$ cat src/rtl/tokseq_pkg.sv
package tokseq_pkg;

    localparam int NUM_OPS    = 4;
    localparam int NUM_PLACES = 7;

    // place positions in the observable vector
    localparam int PL_TEST = 0;
    localparam int PL_RUN1 = 1;
    localparam int PL_RUN2 = 2;
    localparam int PL_JN1  = 3;
    localparam int PL_JN2  = 4;
    localparam int PL_RUN3 = 5;
    localparam int PL_RUN4 = 6;

    // operation slots
    localparam int OP_PAR_A = 0;
    localparam int OP_PAR_B = 1;
    localparam int OP_SEQ_A = 2;
    localparam int OP_SEQ_B = 3;

    typedef enum logic [1:0] {
        PH_IDLE = 2'd0,
        PH_REQ  = 2'd1,
        PH_REL  = 2'd2
    } hs_phase_t;

endpackage

$ cat src/rtl/hs_op_cell.sv
module hs_op_cell
    import tokseq_pkg::*;
(
    input  logic clk,
    input  logic rst_n,
    input  logic fire_i,
    input  logic ack_i,
    output logic req_o,
    output logic busy_o,
    output logic done_o
);

    hs_phase_t phase_q;
    hs_phase_t phase_d;

    // state register
    always_ff @(posedge clk or negedge rst_n) begin
        if (!rst_n) begin
            phase_q <= PH_IDLE;
        end else begin
            phase_q <= phase_d;
        end
    end

    // next state and outputs
    always_comb begin
        phase_d = phase_q;
        req_o   = 1'b0;
        busy_o  = 1'b1;
        done_o  = 1'b0;
        unique case (phase_q)
            PH_IDLE: begin
                busy_o = 1'b0;
                if (fire_i) begin
                    phase_d = PH_REQ;
                end
            end
            PH_REQ: begin
                req_o = 1'b1;
                if (ack_i) begin
                    phase_d = PH_REL;
                end
            end
            PH_REL: begin
                if (!ack_i) begin
                    phase_d = PH_IDLE;
                    done_o  = 1'b1;
                end
            end
            default: begin
                phase_d = PH_IDLE;
            end
        endcase
    end

    // request held until acknowledge arrives
    a_r4_req_hold: assert property (@(posedge clk) disable iff (!rst_n)
        (req_o && !ack_i) |=> req_o);

    // request dropped once acknowledge seen
    a_r4_req_drop: assert property (@(posedge clk) disable iff (!rst_n)
        (req_o && ack_i) |=> (!req_o && busy_o));

    // a token never enters a place that is already marked
    a_r8_fire_idle: assert property (@(posedge clk) disable iff (!rst_n)
        fire_i |-> !busy_o);

endmodule

$ cat src/rtl/tok_net_core.sv
module tok_net_core
    import tokseq_pkg::*;
(
    input  logic                  clk,
    input  logic                  rst_n,
    input  logic                  cond_i,
    input  logic [NUM_OPS-1:0]    busy_i,
    input  logic [NUM_OPS-1:0]    done_i,
    output logic [NUM_OPS-1:0]    fire_o,
    output logic [NUM_PLACES-1:0] marking_o
);

    logic test_q, jn1_q, jn2_q;
    logic test_d, jn1_d, jn2_d;
    logic t_choose, t_join, t_seq, t_merge;

    // place register
    always_ff @(posedge clk or negedge rst_n) begin
        if (!rst_n) begin
            test_q <= 1'b1;
            jn1_q  <= 1'b0;
            jn2_q  <= 1'b0;
        end else begin
            test_q <= test_d;
            jn1_q  <= jn1_d;
            jn2_q  <= jn2_d;
        end
    end

    // transitions and token moves
    always_comb begin
        t_choose = test_q;
        t_join   = jn1_q & jn2_q;
        t_seq    = done_i[OP_SEQ_A];
        t_merge  = t_join | done_i[OP_SEQ_B];

        fire_o               = '0;
        fire_o[OP_PAR_A]     = t_choose & cond_i;
        fire_o[OP_PAR_B]     = t_choose & cond_i;
        fire_o[OP_SEQ_A]     = t_choose & ~cond_i;
        fire_o[OP_SEQ_B]     = t_seq;

        test_d = t_merge;
        jn1_d  = (jn1_q & ~t_join) | done_i[OP_PAR_A];
        jn2_d  = (jn2_q & ~t_join) | done_i[OP_PAR_B];
    end

    always_comb begin
        marking_o          = '0;
        marking_o[PL_TEST] = test_q;
        marking_o[PL_RUN1] = busy_i[OP_PAR_A];
        marking_o[PL_RUN2] = busy_i[OP_PAR_B];
        marking_o[PL_JN1]  = jn1_q;
        marking_o[PL_JN2]  = jn2_q;
        marking_o[PL_RUN3] = busy_i[OP_SEQ_A];
        marking_o[PL_RUN4] = busy_i[OP_SEQ_B];
    end

    // test place marked alone
    a_r9_test_alone: assert property (@(posedge clk) disable iff (!rst_n)
        test_q |-> (busy_i == '0 && !jn1_q && !jn2_q));

    // the two branches never hold tokens together
    a_r8_branch_excl: assert property (@(posedge clk) disable iff (!rst_n)
        !((busy_i[OP_PAR_A] | busy_i[OP_PAR_B] | jn1_q | jn2_q) &&
          (busy_i[OP_SEQ_A] | busy_i[OP_SEQ_B])));

    // a lone join place keeps its token
    a_r5_join_wait: assert property (@(posedge clk) disable iff (!rst_n)
        (jn1_q && !jn2_q) |=> jn1_q);

    // op4 starts only out of op3
    a_r6_seq_order: assert property (@(posedge clk) disable iff (!rst_n)
        $rose(busy_i[OP_SEQ_B]) |-> $past(busy_i[OP_SEQ_A]));

    // test place re-entered only from join or end of op4
    a_r7_merge_src: assert property (@(posedge clk) disable iff (!rst_n)
        $rose(test_q) |-> ($past(jn1_q && jn2_q) || $past(busy_i[OP_SEQ_B])));

endmodule

$ cat src/rtl/tokseq_ctrl.sv
module tokseq_ctrl
    import tokseq_pkg::*;
(
    input  logic                  clk,
    input  logic                  rst_n,
    input  logic                  cond_i,
    input  logic [NUM_OPS-1:0]    ack_i,
    output logic [NUM_OPS-1:0]    req_o,
    output logic [NUM_PLACES-1:0] marking_o
);

    logic [NUM_OPS-1:0] fire;
    logic [NUM_OPS-1:0] busy;
    logic [NUM_OPS-1:0] done;

    for (genvar k = 0; k < NUM_OPS; k++) begin : g_op
        hs_op_cell i_cell (
            .clk    (clk),
            .rst_n  (rst_n),
            .fire_i (fire[k]),
            .ack_i  (ack_i[k]),
            .req_o  (req_o[k]),
            .busy_o (busy[k]),
            .done_o (done[k])
        );
    end

    tok_net_core i_core (
        .clk       (clk),
        .rst_n     (rst_n),
        .cond_i    (cond_i),
        .busy_i    (busy),
        .done_i    (done),
        .fire_o    (fire),
        .marking_o (marking_o)
    );

    // op3 and op4 never requested together
    a_r8_seq_req_excl: assert property (@(posedge clk) disable iff (!rst_n)
        !(req_o[OP_SEQ_A] && req_o[OP_SEQ_B]));

endmodule

$ cat config.mk
export PLATFORM = sky130hd
export DESIGN_NAME = tokseq_ctrl
export DESIGN_NICKNAME = d
export VERILOG_FILES = /design/src/rtl/tokseq_pkg.sv /design/src/rtl/hs_op_cell.sv /design/src/rtl/tok_net_core.sv /design/src/rtl/tokseq_ctrl.sv
export SDC_FILE = /design/constraint.sdc
export NUM_CORES = 1
export LEC_CHECK = 0
export BUFFER_PORTS_ARGS = -buffer_cell sky130_fd_sc_hd__buf_2
export CORE_AREA = 2 2 39 41
export DETAILED_ROUTE_END_ITERATION = 10
export DIE_AREA = 0 0 41 43
export PLACE_DENSITY = 0.82
export SLEW_MARGIN = 20
export SYNTH_ARGS = -nofsm -noshare
export SYNTH_HDL_FRONTEND = slang
export SYNTH_HIERARCHICAL = 1
export SYNTH_SLANG_ARGS = --single-unit
$ cat constraint.sdc
create_clock -name clk -period 2.1 [get_ports clk]
set_input_delay 0.315 -clock clk [delete_from_list [all_inputs] [get_ports clk]]
set_output_delay 0.315 -clock clk [all_outputs]
set_load 0.02 [all_outputs]
# Yosys cells after proc, flatten, opt, wreduce, memory -nomap -nowiden
# Cells that the tools add are included.
[totals]
register_bits = 11
[classes]
eq_ne = 20
n_bitwise = 10
muxes = 31
n_reduce_logical = 8
[ops]
columns = ["cell", "count"]
rows = [
  ["$pmux W2 S3", 4],
  ["$mux W2", 11],
  ["$ne A2 B2 Y1 const B", 10],
  ["$mux W1", 16],
  ["$reduce_and A3 Y1", 4],
  ["$eq A2 B1 Y1 const B", 4],
  ["$eq A2 B2 Y1 const B", 4],
  ["$logic_not A2 Y1", 4],
  ["$and A1 B1 Y1", 5],
  ["$ne A2 B1 Y1 const B", 2],
  ["$or A1 B1 Y1", 3],
  ["$not A1 Y1", 2],
]

# Longest topological paths before layout
[logic_depth]
ltp_word = 4
depth_mapped = 5

# Modules after synthesis
# Netlist, hierarchy kept.
[modules_own_cells]
columns = ["module", "cells_per_inst", "n_inst", "area_per_inst_um2"]
rows = [
  ["hs_op_cell", 9, 4, 105.1],
  ["tok_net_core", 18, 1, 183.9],
]

# Worst setup path before layout
# No wires, ideal clock.
[synth_timing]
kind = "flip-flop to output port"
start = "register g_op[0].i_cell.phase_q[0]"
end = "output port marking_o[1]"
arrival_ns = 0.838
stages_incl_launch_ff = 3
path_buffers = 1
setup_slack_ns = 0.947
cell_sequence = "dfrtp_1 or2_2 buf_4"
[synth_between]
elab_chain_cells = 2
[synth_lines]
columns = ["element", "line", "rtl"]
rows = [
  ["from (decl)", "hs_op_cell.sv:13", "hs_phase_t phase_q;"],
  ["from (signal assigned)", "hs_op_cell.sv:21", "phase_q <= phase_d;"],
  ["$logic_not A2 Y1", "hs_op_cell.sv:31", "unique case (phase_q)"],
  ["$mux W1", "hs_op_cell.sv:31", ""],
  ["to (decl)", "tokseq_ctrl.sv:9", "output logic [NUM_PLACES-1:0] marking_o"],
]
# Every way passes these cells.

# Worst setup path after layout
[layout_timing]
start = "register g_op[3].i_cell.phase_q[0]"
end = "output port marking_o[6]"
[layout_between]
elab_chain_cells = 2
[layout_lines]
columns = ["element", "line"]
rows = [
  ["from (decl)", "hs_op_cell.sv:13"],
  ["from (signal assigned)", "hs_op_cell.sv:21"],
  ["$logic_not A2 Y1", "hs_op_cell.sv:31"],
  ["$mux W1", "hs_op_cell.sv:31"],
]
# Every way passes these cells.

==> impl_summary.log <==
[metrics] kind of start point of the critical path: register
[metrics] layout cell share with drive strength beyond 1: 0.522
[metrics] synthesized area: approximately 600 µm²
[metrics] Setup crit end kind: primary output
[metrics] post-synthesis async set-or-reset flop share: 1.00
[metrics] type of the most critical hold path: primary input to register
[metrics] Register Area: 277 µm²
[metrics] maximum level of the CTS H-tree: 1
[metrics] Max rail drop VDD: about 0.00023 V
[metrics] final worst-path cycle share: 0.698
[metrics] outcome: completed
[metrics] via density per instance: 4.59
[metrics] maximum net fanout on the critical path: 5
[metrics] number of buffers inserted to repair setup after CTS: 0
[metrics] number of gates resized after cts: 0
[metrics] setup_tns: 0 ns
[metrics] post-detailed-route DRC marker count: 0
[metrics] Worst Tran Pin Value: approximately 0.25 ns
[metrics] ratio of total power to cell area: ~540 mW/mm²
[metrics] number of synthesized flops with an enable pin: 0
[metrics] filler cell count in the final layout: around 140
[metrics] Min Clock Period, post-route: 1.47 ns
[metrics] GR met1 Demand/Resource: 0.143
[metrics] number of buffers inserted by port buffering: 17
[metrics] number of inserted diodes: 0
[metrics] via count of the first global-routing pass: 360
[metrics] worst-skew pair later-pin latency: between 0.2 and 0.3 ns
[metrics] Non-Filler Instances: 83
[metrics] relative max-transition margin: 0.831
[metrics] clock root buffer: clkbuf_4
[metrics] Critical-path top delay cell: dfrtp_1
[metrics] final setup fails: 0
[metrics] most instantiated flip-flop cell in the synthesis netlist: dfrtp_1
[metrics] synthesized instance count: 54
[metrics] clock transition at the register clock pins on the worst setup and hold paths after CTS: around 0.070 ns
[metrics] Mapped Avg Cell Area: 11.2 µm²
[metrics] number of clock buffers inserted by TritonCTS: 3
[metrics] global routing usage summed across all routing layers: 0.112
[metrics] data required time at the worst endpoint: 1.78 ns
[metrics] maximum frequency from static timing analysis: 682 MHz
[metrics] delay of the slowest cell on the worst path: approximately 0.43 ns
[metrics] clock sinks: 11
[metrics] CP Data Arrival Time: 1.15 ns
[metrics] type of the worst setup path: register to primary output
[metrics] router iterations before antenna repair: 2
[metrics] GPL Wtd Cong: 0.638
[metrics] area occupied by multi-input gates: 256 µm²
[metrics] Worst path top cell family by delay: flip-flops
[metrics] number of pins exceeding their max-slew limit in the final report: 0
[metrics] vertical die dimension: 43 µm
[metrics] die width: just over 40 µm
[metrics] Synth Register Bits: 11
[metrics] initial cell density of the core: 0.437
[metrics] CTS tree: done
[metrics] total vias in the final route: approximately 380
[metrics] post-route clock skew: around 0.0042 ns
[metrics] Synth warnings: 6
[metrics] met3 track utilization from global routing: 0.0314
[metrics] cell leakage power: around 0.38 nW
[metrics] Rows: 14
[metrics] number of failing hold endpoints at the final stage: 0
[metrics] gr busiest metal: met2
[metrics] Std-Cell Core Area: 0.00138 mm²
[metrics] most frequent standard cell in the layout excluding fill and tap cells: buf_2
[metrics] detailed-placement wirelength estimate: roughly 700 µm
[metrics] number of buffers between clock root and the deepest sink: 2
[metrics] max capacitance violation total: 0
[metrics] wirelength, routed: 921 µm
[metrics] cell chain of the critical path: or2_2 > buf_2
[metrics] largest net degree at the start of global routing: 12
[metrics] Synth cell types: 16
[metrics] count of nets left with antenna violations after detail routing: 0
[metrics] final layout net count: 75
[metrics] detailed router's first-iteration violation count: 2
[metrics] setup repair after global routing missed its margin: no
[metrics] placed instance count: 78
[metrics] remaining global-route overflow: 0
[metrics] Synth-to-Final Area Change: 12.4%
[metrics] die outline area: 0.00176 mm²
[metrics] number of hold-repair buffers added at the cts stage: 1
[metrics] sequential-to-total area share from yosys stat: 0.458
[metrics] worst path bufs/invs: 1
[metrics] initial antenna violation count: 0
[metrics] GR Layer Usage met2: 0.175
[metrics] top-level I/O count: 18
[metrics] detail-routed net length per standard cell: 11.1 µm
[metrics] commonest non-fill, non-tap cells in the layout: 17 x buf_2, 10 x dfrtp_1
[metrics] post-synthesis net count: between 60 and 70
[metrics] wire length of the first global-routing pass: 1350 µm
## area by class of cell
class / count / share of cell area
tap: 16 / 0.0295
inverter: 1 / 0.00552
multi-input combinational: 33 / 0.378
sequential: 11 / 0.407
clock buffer: 3 / 0.0331
timing repair buffer: 18 / 0.140
clock inverter: 1 / 0.00737
## cell families after synthesis
group / count (synthesis) / share of synthesized area
flip-flops: 11 / 0.458
buffers and inverters: 10 / 0.118
AND/OR/NAND/NOR: 22 / 0.286
AO/OA/AOI/OAI: 11 / 0.139
## sequential cells by signal, summed over array words and instances, names as in the netlist
register             cells
i_core/jn1_q             1
i_core/t_choose          1
g_op.i_cell/phase_q      8
i_core/jn2_q             1
## worst paths after layout
| check | start | to | slack [ns] | depth (start not counted) |
|---|---|---|---|---|
| max | g_op[3].i_cell/phase_q[0]$_DFFE_PN0P_ | marking_o[6] | 0.63 | 2 |
| min | ack_i[1] | g_op[1].i_cell/phase_q[0]$_DFFE_PN0P_ | 0.26 | 2 |
| max reg2reg | g_op[2].i_cell/phase_q[1]$_DFFE_PN0P_ | g_op[3].i_cell/phase_q[0]$_DFFE_PN0P_ | 1.03 | 4 |
| min reg2reg | i_core/jn1_q$_DFF_PN0_ | i_core/t_choose$_DFF_PN1_ | 0.51 | 1 |
| max in group asynchronous | rst_n | i_core/t_choose$_DFF_PN1_ | 1.39 | 2 |
| min in group asynchronous | rst_n | g_op[3].i_cell/phase_q[0]$_DFFE_PN0P_ | 0.45 | 2 |
## through the flow
| step | hold WS [ns] | total power, mW | setup slack, ns | cell area (µm²) | utilization |
|---|---|---|---|---|---|
| after detailed placement | 0.200 | 0.229 | 0.923 | 642 | 0.464 |
| after CTS | 0.252 | 0.372 | 0.624 | 679 | 0.491 |
| after floorplan | 0.0194 | 0.217 | 0.947 | 604 | - |
| after global placement | 0.191 | 0.228 | 0.929 | 642 | 0.464 |
| after global routing | 0.259 | 0.384 | 0.569 | 679 | 0.491 |
| final | 0.257 | 0.366 | 0.634 | 679 | 0.491 |
## per-layer routing
metal,vias up,part of all wire
met2,14,0.45
met5,-,0
met3,0,0.068
met4,0,0
li1,195,-
met1,172,0.48
## power by group
part / leakage, nW / internal [mW] / switching (mW)
combinational: 0.220 / 0.00623 / 0.00754
sequential: 0.145 / 0.212 / 0
clock: 0.0177 / 0.0703 / 0.0706
total: 0.383 / 0.288 / 0.0781
## cells in the mapped netlist (4+ instances only)
cell type  number  area, µm²
nor2b_4         4       55.1
a211oi_1        4       30.0
nor2_1          4       15.0
or2_2           4       25.0
dfrtp_1        10        250
buf_4           9       67.6
nor2b_2         4       35.0
and2b_1         4       30.0
o21a_1          4       30.0
Note: power is estimated with default switching activity, not from simulation.
